$ cat src/rtl/emac_regs_pkg.sv
package emac_regs_pkg;
  localparam int DW = 8;
  localparam int AW = 2;

  localparam logic [AW-1:0] A_CTRL = 2'd0;
  localparam logic [AW-1:0] A_STAT = 2'd1;
  localparam logic [AW-1:0] A_TXC  = 2'd2;

  // control register bit positions
  localparam int C_SWRST = 0;
  localparam int C_FDX   = 1;
  localparam int C_LB_LO = 2;
  localparam int C_LB_HI = 3;
  localparam int C_EXT   = 4;
  localparam int C_WEN   = 5;
  localparam int C_FCOL  = 6;

  // status register bit positions
  localparam int S_LINK  = 0;
  localparam int S_SPD   = 1;
  localparam int S_OVF   = 2;
  localparam int S_TX1   = 3;
  localparam int S_TX2   = 4;
  localparam int S_WAKE  = 5;

  // transmit control bit positions
  localparam int T_REQ   = 0;
  localparam int T_CFG_LO = 1;
  localparam int T_CFG_HI = 6;
  localparam int T_CFG_W = T_CFG_HI - T_CFG_LO + 1;

  // sticky flag indices
  localparam int F_TX1  = 0;
  localparam int F_TX2  = 1;
  localparam int F_WAKE = 2;
  localparam int NFLAG  = 3;
endpackage

$ cat src/rtl/emac_rst_timer.sv
module emac_rst_timer #(
  parameter int CYCLES = 2000
) (
  input  logic clk,
  input  logic rst_n,
  input  logic start,
  output logic busy
);
  localparam int CW = $clog2(CYCLES + 1);

  logic [CW-1:0] cnt_q;

  always_ff @(posedge clk) begin
    if (!rst_n) begin
      busy  <= 1'b0;
      cnt_q <= '0;
    end else if (start && !busy) begin
      busy  <= 1'b1;
      cnt_q <= CW'(CYCLES - 1);
    end else if (busy) begin
      if (cnt_q == '0) busy <= 1'b0;
      else             cnt_q <= cnt_q - 1'b1;
    end
  end

  p_start_load_r12: assert property (@(posedge clk) disable iff (!rst_n)
    $rose(busy) |-> cnt_q == CW'(CYCLES - 1));
  p_cnt_bound_r12: assert property (@(posedge clk) disable iff (!rst_n)
    busy |-> cnt_q < CW'(CYCLES));
  p_restart_ignored_r12: assert property (@(posedge clk) disable iff (!rst_n)
    (busy && cnt_q != '0) |=> busy && cnt_q == $past(cnt_q) - 1'b1);
endmodule

$ cat src/rtl/emac_sticky_flag.sv
module emac_sticky_flag (
  input  logic clk,
  input  logic rst_n,
  input  logic set,
  input  logic clr,
  output logic q
);
  always_ff @(posedge clk) begin
    if (!rst_n)   q <= 1'b0;
    else if (set) q <= 1'b1;
    else if (clr) q <= 1'b0;
  end

  p_set_wins_r5: assert property (@(posedge clk) disable iff (!rst_n)
    set |=> q);
  p_clear_r3: assert property (@(posedge clk) disable iff (!rst_n)
    (clr && !set) |=> !q);
  p_sticky_r3: assert property (@(posedge clk) disable iff (!rst_n)
    (!set && !clr) |=> q == $past(q));
endmodule

$ cat src/rtl/emac_regbank.sv
module emac_regbank
  import emac_regs_pkg::*;
#(
  parameter int RST_CYCLES = 2000
) (
  input  logic          clk,
  input  logic          rst_n,
  input  logic          host_cs,
  input  logic          host_we,
  input  logic [AW-1:0] host_addr,
  input  logic [DW-1:0] host_wdata,
  output logic [DW-1:0] host_rdata,
  input  logic          phy_link_ok,
  input  logic          phy_speed_10,
  input  logic          phy_duplex,
  input  logic          rx_overflow,
  input  logic          wake_event,
  input  logic          tx_done_slot1,
  input  logic          tx_done_slot2,
  input  logic          tx_done,
  output logic          sw_reset_o,
  output logic [1:0]    loopback_mode,
  output logic          force_col,
  output logic          full_duplex,
  output logic          ext_phy_sel,
  output logic          wake_en,
  output logic          tx_req,
  output logic          crc_dis_slot1,
  output logic          pad_dis_slot1,
  output logic          crc_dis_slot2,
  output logic          pad_dis_slot2,
  output logic          excol_retry,
  output logic          jabber_dis
);
  // host decode
  logic wr, rd, wr_ctrl, wr_stat, wr_txc, rd_stat;
  assign wr      = host_cs &  host_we;
  assign rd      = host_cs & ~host_we;
  assign wr_ctrl = wr && (host_addr == A_CTRL);
  assign wr_stat = wr && (host_addr == A_STAT);
  assign wr_txc  = wr && (host_addr == A_TXC);
  assign rd_stat = rd && (host_addr == A_STAT);

  // software reset sequencing
  logic rst_busy, rst_start, hold;
  assign rst_start = wr_ctrl & host_wdata[C_SWRST] & ~rst_busy;
  assign hold      = rst_busy | rst_start;

  emac_rst_timer #(.CYCLES(RST_CYCLES)) u_rst_timer (
    .clk   (clk),
    .rst_n (rst_n),
    .start (rst_start),
    .busy  (rst_busy)
  );

  // control register: preserved bits
  logic ext_q, wen_q, ext_nxt, wen_nxt;
  assign ext_nxt = wr_ctrl ? host_wdata[C_EXT] : ext_q;
  assign wen_nxt = wr_ctrl ? host_wdata[C_WEN] : wen_q;

  always_ff @(posedge clk) begin
    if (!rst_n) begin
      ext_q <= 1'b0;
      wen_q <= 1'b0;
    end else begin
      ext_q <= ext_nxt;
      wen_q <= wen_nxt;
    end
  end

  // control register: bits cleared by software reset
  logic [1:0] lb_q;
  logic       fcol_q, fdx_q;

  always_ff @(posedge clk) begin
    if (!rst_n || hold) begin
      lb_q   <= 2'b00;
      fcol_q <= 1'b0;
      fdx_q  <= 1'b0;
    end else if (wr_ctrl) begin
      lb_q   <= host_wdata[C_LB_HI:C_LB_LO];
      fcol_q <= host_wdata[C_FCOL];
      if (ext_nxt) fdx_q <= host_wdata[C_FDX];
    end
  end

  // transmit control register
  logic [T_CFG_W-1:0] txcfg_q;
  logic               txreq_q;

  always_ff @(posedge clk) begin
    if (!rst_n || hold) begin
      txcfg_q <= '0;
      txreq_q <= 1'b0;
    end else begin
      if (wr_txc) txcfg_q <= host_wdata[T_CFG_HI:T_CFG_LO];
      if (wr_txc && host_wdata[T_REQ]) txreq_q <= 1'b1;
      else if (tx_done)                txreq_q <= 1'b0;
    end
  end

  // sticky status flags
  logic [NFLAG-1:0] flag_set, flag_clr, flag_q;
  logic [NFLAG-1:0] flag_w1c;

  assign flag_w1c[F_TX1]  = host_wdata[S_TX1];
  assign flag_w1c[F_TX2]  = host_wdata[S_TX2];
  assign flag_w1c[F_WAKE] = host_wdata[S_WAKE];

  assign flag_set[F_TX1]  = tx_done_slot1 & ~hold;
  assign flag_set[F_TX2]  = tx_done_slot2 & ~hold;
  assign flag_set[F_WAKE] = wake_event & wen_nxt;

  for (genvar g = 0; g < NFLAG; g++) begin : g_flag
    logic extra_clr;
    if (g == F_WAKE) begin : g_pres
      assign extra_clr = ~wen_nxt;
    end else begin : g_nonpres
      assign extra_clr = hold;
    end
    assign flag_clr[g] = extra_clr | rd_stat | (wr_stat & flag_w1c[g]);

    emac_sticky_flag u_flag (
      .clk   (clk),
      .rst_n (rst_n),
      .set   (flag_set[g]),
      .clr   (flag_clr[g]),
      .q     (flag_q[g])
    );
  end

  // outputs
  assign sw_reset_o    = rst_busy;
  assign loopback_mode = lb_q;
  assign force_col     = fcol_q;
  assign full_duplex   = ext_q ? fdx_q : phy_duplex;
  assign ext_phy_sel   = ext_q;
  assign wake_en       = wen_q;
  assign tx_req        = txreq_q;
  assign crc_dis_slot1 = txcfg_q[0];
  assign pad_dis_slot1 = txcfg_q[1];
  assign crc_dis_slot2 = txcfg_q[2];
  assign pad_dis_slot2 = txcfg_q[3];
  assign excol_retry   = txcfg_q[4];
  assign jabber_dis    = txcfg_q[5];

  // read mux
  always_comb begin
    host_rdata = '0;
    case (host_addr)
      A_CTRL: begin
        host_rdata[C_SWRST]         = rst_busy;
        host_rdata[C_FDX]           = full_duplex;
        host_rdata[C_LB_HI:C_LB_LO] = lb_q;
        host_rdata[C_EXT]           = ext_q;
        host_rdata[C_WEN]           = wen_q;
        host_rdata[C_FCOL]          = fcol_q;
      end
      A_STAT: begin
        host_rdata[S_LINK] = phy_link_ok;
        host_rdata[S_SPD]  = phy_speed_10;
        host_rdata[S_OVF]  = rx_overflow;
        host_rdata[S_TX1]  = flag_q[F_TX1];
        host_rdata[S_TX2]  = flag_q[F_TX2];
        host_rdata[S_WAKE] = flag_q[F_WAKE];
      end
      A_TXC: begin
        host_rdata[T_REQ]             = txreq_q;
        host_rdata[T_CFG_HI:T_CFG_LO] = txcfg_q;
      end
      default: host_rdata = '0;
    endcase
  end

  // assertions
  p_hold_defaults_r13: assert property (@(posedge clk) disable iff (!rst_n)
    rst_busy |-> (loopback_mode == 2'b00) && !force_col && !tx_req &&
                 !crc_dis_slot1 && !pad_dis_slot1 && !crc_dis_slot2 &&
                 !pad_dis_slot2 && !excol_retry && !jabber_dis);
  p_wake_gate_r6: assert property (@(posedge clk) disable iff (!rst_n)
    (!wake_en && !(wr_ctrl && host_wdata[C_WEN])) |=> !host_flag_wake());
  p_txreq_clear_r11: assert property (@(posedge clk) disable iff (!rst_n)
    (tx_done && !(wr_txc && host_wdata[T_REQ])) |=> !tx_req);
  p_rsvd_zero_r9: assert property (@(posedge clk) disable iff (!rst_n)
    !host_rdata[DW-1]);
  p_preserve_r13: assert property (@(posedge clk) disable iff (!rst_n)
    (rst_busy && !wr_ctrl) |=> ext_phy_sel == $past(ext_phy_sel) && wake_en == $past(wake_en));

  function automatic logic host_flag_wake();
    return flag_q[F_WAKE];
  endfunction
endmodule

$ cat config.mk
export PLATFORM = sky130hd
export DESIGN_NAME = emac_regbank
export DESIGN_NICKNAME = d
export VERILOG_FILES = /design/src/rtl/emac_regs_pkg.sv /design/src/rtl/emac_rst_timer.sv /design/src/rtl/emac_sticky_flag.sv /design/src/rtl/emac_regbank.sv
export SDC_FILE = /design/constraint.sdc
export NUM_CORES = 1
export LEC_CHECK = 0
export BUFFER_PORTS_ARGS = -buffer_cell sky130_fd_sc_hd__buf_2
export CAP_MARGIN = 40
export CORE_UTILIZATION = 50
export CTS_BUF_LIST = sky130_fd_sc_hd__clkbuf_16
export DETAILED_ROUTE_END_ITERATION = 12
export PLACE_DENSITY = 0.78
export SYNTH_ARGS = -nofsm -noshare
export SYNTH_HDL_FRONTEND = slang
export SYNTH_SLANG_ARGS = --single-unit
$ cat constraint.sdc
create_clock -name clk -period 2.5 [get_ports clk]
set_input_delay 0.5 -clock clk [delete_from_list [all_inputs] [get_ports clk]]
set_output_delay 0.5 -clock clk [all_outputs]
set_load 0.02 [all_outputs]
==> impl_metrics.ini <==
[drt]
detail_route.wl_per_cell_um = 14.3
wl_mm = 3.32
viasPerCell = 5.77
first_pass_iters = 4
drtAntennaViolNets = 0
dr_total_vias = 1338
first_iter_violations = 38
drc_errors = 0

[place]
post-place-ws_ns = 0.536
routabilityCongestion = 0.831
placed_area_mm2 = 0.00161
hpwl_mm = 2.42
io_buffers = 41

[timing]
fin_worst_skew_ns = 0.00237
period_needed_ns = 1.88
finalMaxSlewViolations = 0
hold_viol = 0
grt_setup_unrepaired = false
max_freq_mhz = 533
fin_setup_tns_ns = 0
finalCritPeriodShare_pct = 75.1
maxSlewHeadroom_pct = 61.4
setup_viol = 0
setup_ws_ns = 0.623
tightest_slew_ns = 0.574

[yosys]
yosys-top-cells-area = dfxtp_1 40%, mux2i_1 9.3%, nand2_1 6.4%
synth-edff-count = 0
synth_area_mm2 = 0.00140
synth.most_common_cell = dfxtp_1
ys_ff_latch = 28
syn_inst = 165
ys.flop_type = dfxtp_1
yosysUniqueCellTypes = 41
yosysTopAreaCellShare_pct = 40.0
synth_top_area_cell = dfxtp_1
synthTopCellsByCount = 28 x dfxtp_1, 24 x nand2_1, 15 x a21oi_1, 14 x nor2_1, 13 x mux2i_1
synth_area_per_cell_um2 = 8.50
yosys_warnings = 0
synth_nets = 188
async_reset_ff_share_pct = 0
ys_seq_area_share_pct = 40.0

[finish]
diodes = 0
drive_above_1_share_pct = 26.2
nNetsFinal = 226
syn2layout_area_growth_pct = 20.2
final_util_pct = 65.7
design_area_mm2 = 0.00169

[clock_tree]
cts_buffers = 3
cts_resized = 0
cts_hold_buf = 0
cts_tree = yes
cts-root-buf = clkbuf_16
cts.sink_count = 28
clk_pin_slew_ns = 0.06
worstSkewPairLatency_ns = 0.26
clock_path_buffers = 2
cts_setup_buffers = 0
htreeDepth = 1

[global_route]
grt_max_degree = 16
antenna_found_initial = 0
grt_usage_pct = 23.5
grt_first_pass_wirelength_mm = 5.00
grt_overflow = 0
grt_pass1_vias = 1201

[setup_path]
rr_worst_depth = 6
cp_slowest_stage_delay_ns = 0.37
crit_path_top_delay_cell = dfxtp_1
path_cells = mux2_2, mux2i_1, o21ai_0, buf_2
critical_path_class = flip-flop to output port
cp-end-kind = output port
cp_max_fo = 4
crit_arrival_ns = 1.38
worst_setup_path_start_kind = flip-flop
critPathRequiredTime_ns = 2.00

[power]
ir_drop_mv = 0.446
cellPowerDensity_mw_per_mm2 = 558
cellLeakagePower_nw = 0.722
finalPower_uw = 942

[die]
die_area_mm2 = 0.00302
start_util_pct = 54.6
core_area_mm2 = 0.00257
ios = 44
row_count = 18
fp.dieH_um = 55.0
die_x_um = 55.0

[min_path]
whs_path_depth = 2
hp-class = flip-flop to flip-flop

[flow_run]
max_cap_viol_count = 0

[status]
status = complete, no violations
[kinds of logic (layout without fill, tap and decap cells)]
logic type	after synthesis	after routing	synth area share [%]
AND/OR/NAND/NOR	71	71	26.9
AO/OA/AOI/OAI	34	34	15.7
flip-flops	28	28	40.0
multiplexers	14	14	10.1
buffers and inverters	13	50	4.28
XOR/XNOR	3	3	1.87
adder cells (fa/ha/maj)	1	1	0.892
other	1	1	0.267
[sequential cells by signal (all words and copies together) (netlist names), 2 cells and up]
| register | cells |
|---|---|
| u_rst_timer.cnt_q | 11 |
| loopback_mode | 2 |
| txcfg_q | 6 |
| g_flag.u_flag.q | 3 |
[cells in the final DEF (no fill, tap or decap), drive strengths merged, types with 3 or more instances in the layout]
master and instances:
buf 42, dfxtp 28, nand2 24, a21oi 15
nor2 14, mux2i 13, nand3 7, o21ai 6
nor3 6, inv 4, a31oi 4, nor2b 3
nand2b 3, clkbuf 3
[worst max-delay path: cells and delay by family (launching register included)]
| kind | cells | cell delay (ns) |
|---|---|---|
| flops | 1 | 0.37 |
| mux | 2 | 0.49 |
| compound gates | 1 | 0.09 |
| buf+inv | 1 | 0.16 |
[through the flow]
step | hold WS (ns) | cells
6_report | 0.468 | 232
5_1_grt | 0.484 | 232
4_1_cts | 0.466 | 232
3_5_place_dp | 0.458 | 228
3_3_place_gp | 0.448 | 228
2_1_floorplan | 0.433 | 165
[path summary, 6_finish.rpt]
kind                              from                   end  slack, ns
setup / recovery           ext_phy_sel         host_rdata[1]       0.62
hold reg to reg                  fdx_q                 fdx_q       0.47
setup reg to reg  u_rst_timer.cnt_q[0]  u_rst_timer.cnt_q[5]       0.79
hold / removal                   fdx_q                 fdx_q       0.47
[where the power goes]
part           total (mW)  switching [mW]  internal [mW]
Clock               0.355           0.141          0.214
Sequential          0.468          0.0105          0.457
Combinational       0.119          0.0709         0.0476
[area by class of cell]
type                       count  area, µm²
fill                         232        881
multi-input combinational    124        782
sequential                    28        561
timing repair buffer          42        213
clock buffer                   3       75.1
tap                           30       37.5
inverter                       4       15.0
clock inverter                 1       3.75
[layer usage]
metal | part of all wire (%) | GRT usage (%)
met5 | 0 | 0
met1 | 42 | 25.3
met3 | 5.7 | 4.37
met4 | 0.66 | 8.33
met2 | 52 | 45.0
No activity file was read; power rests on OpenSTA's default activity.
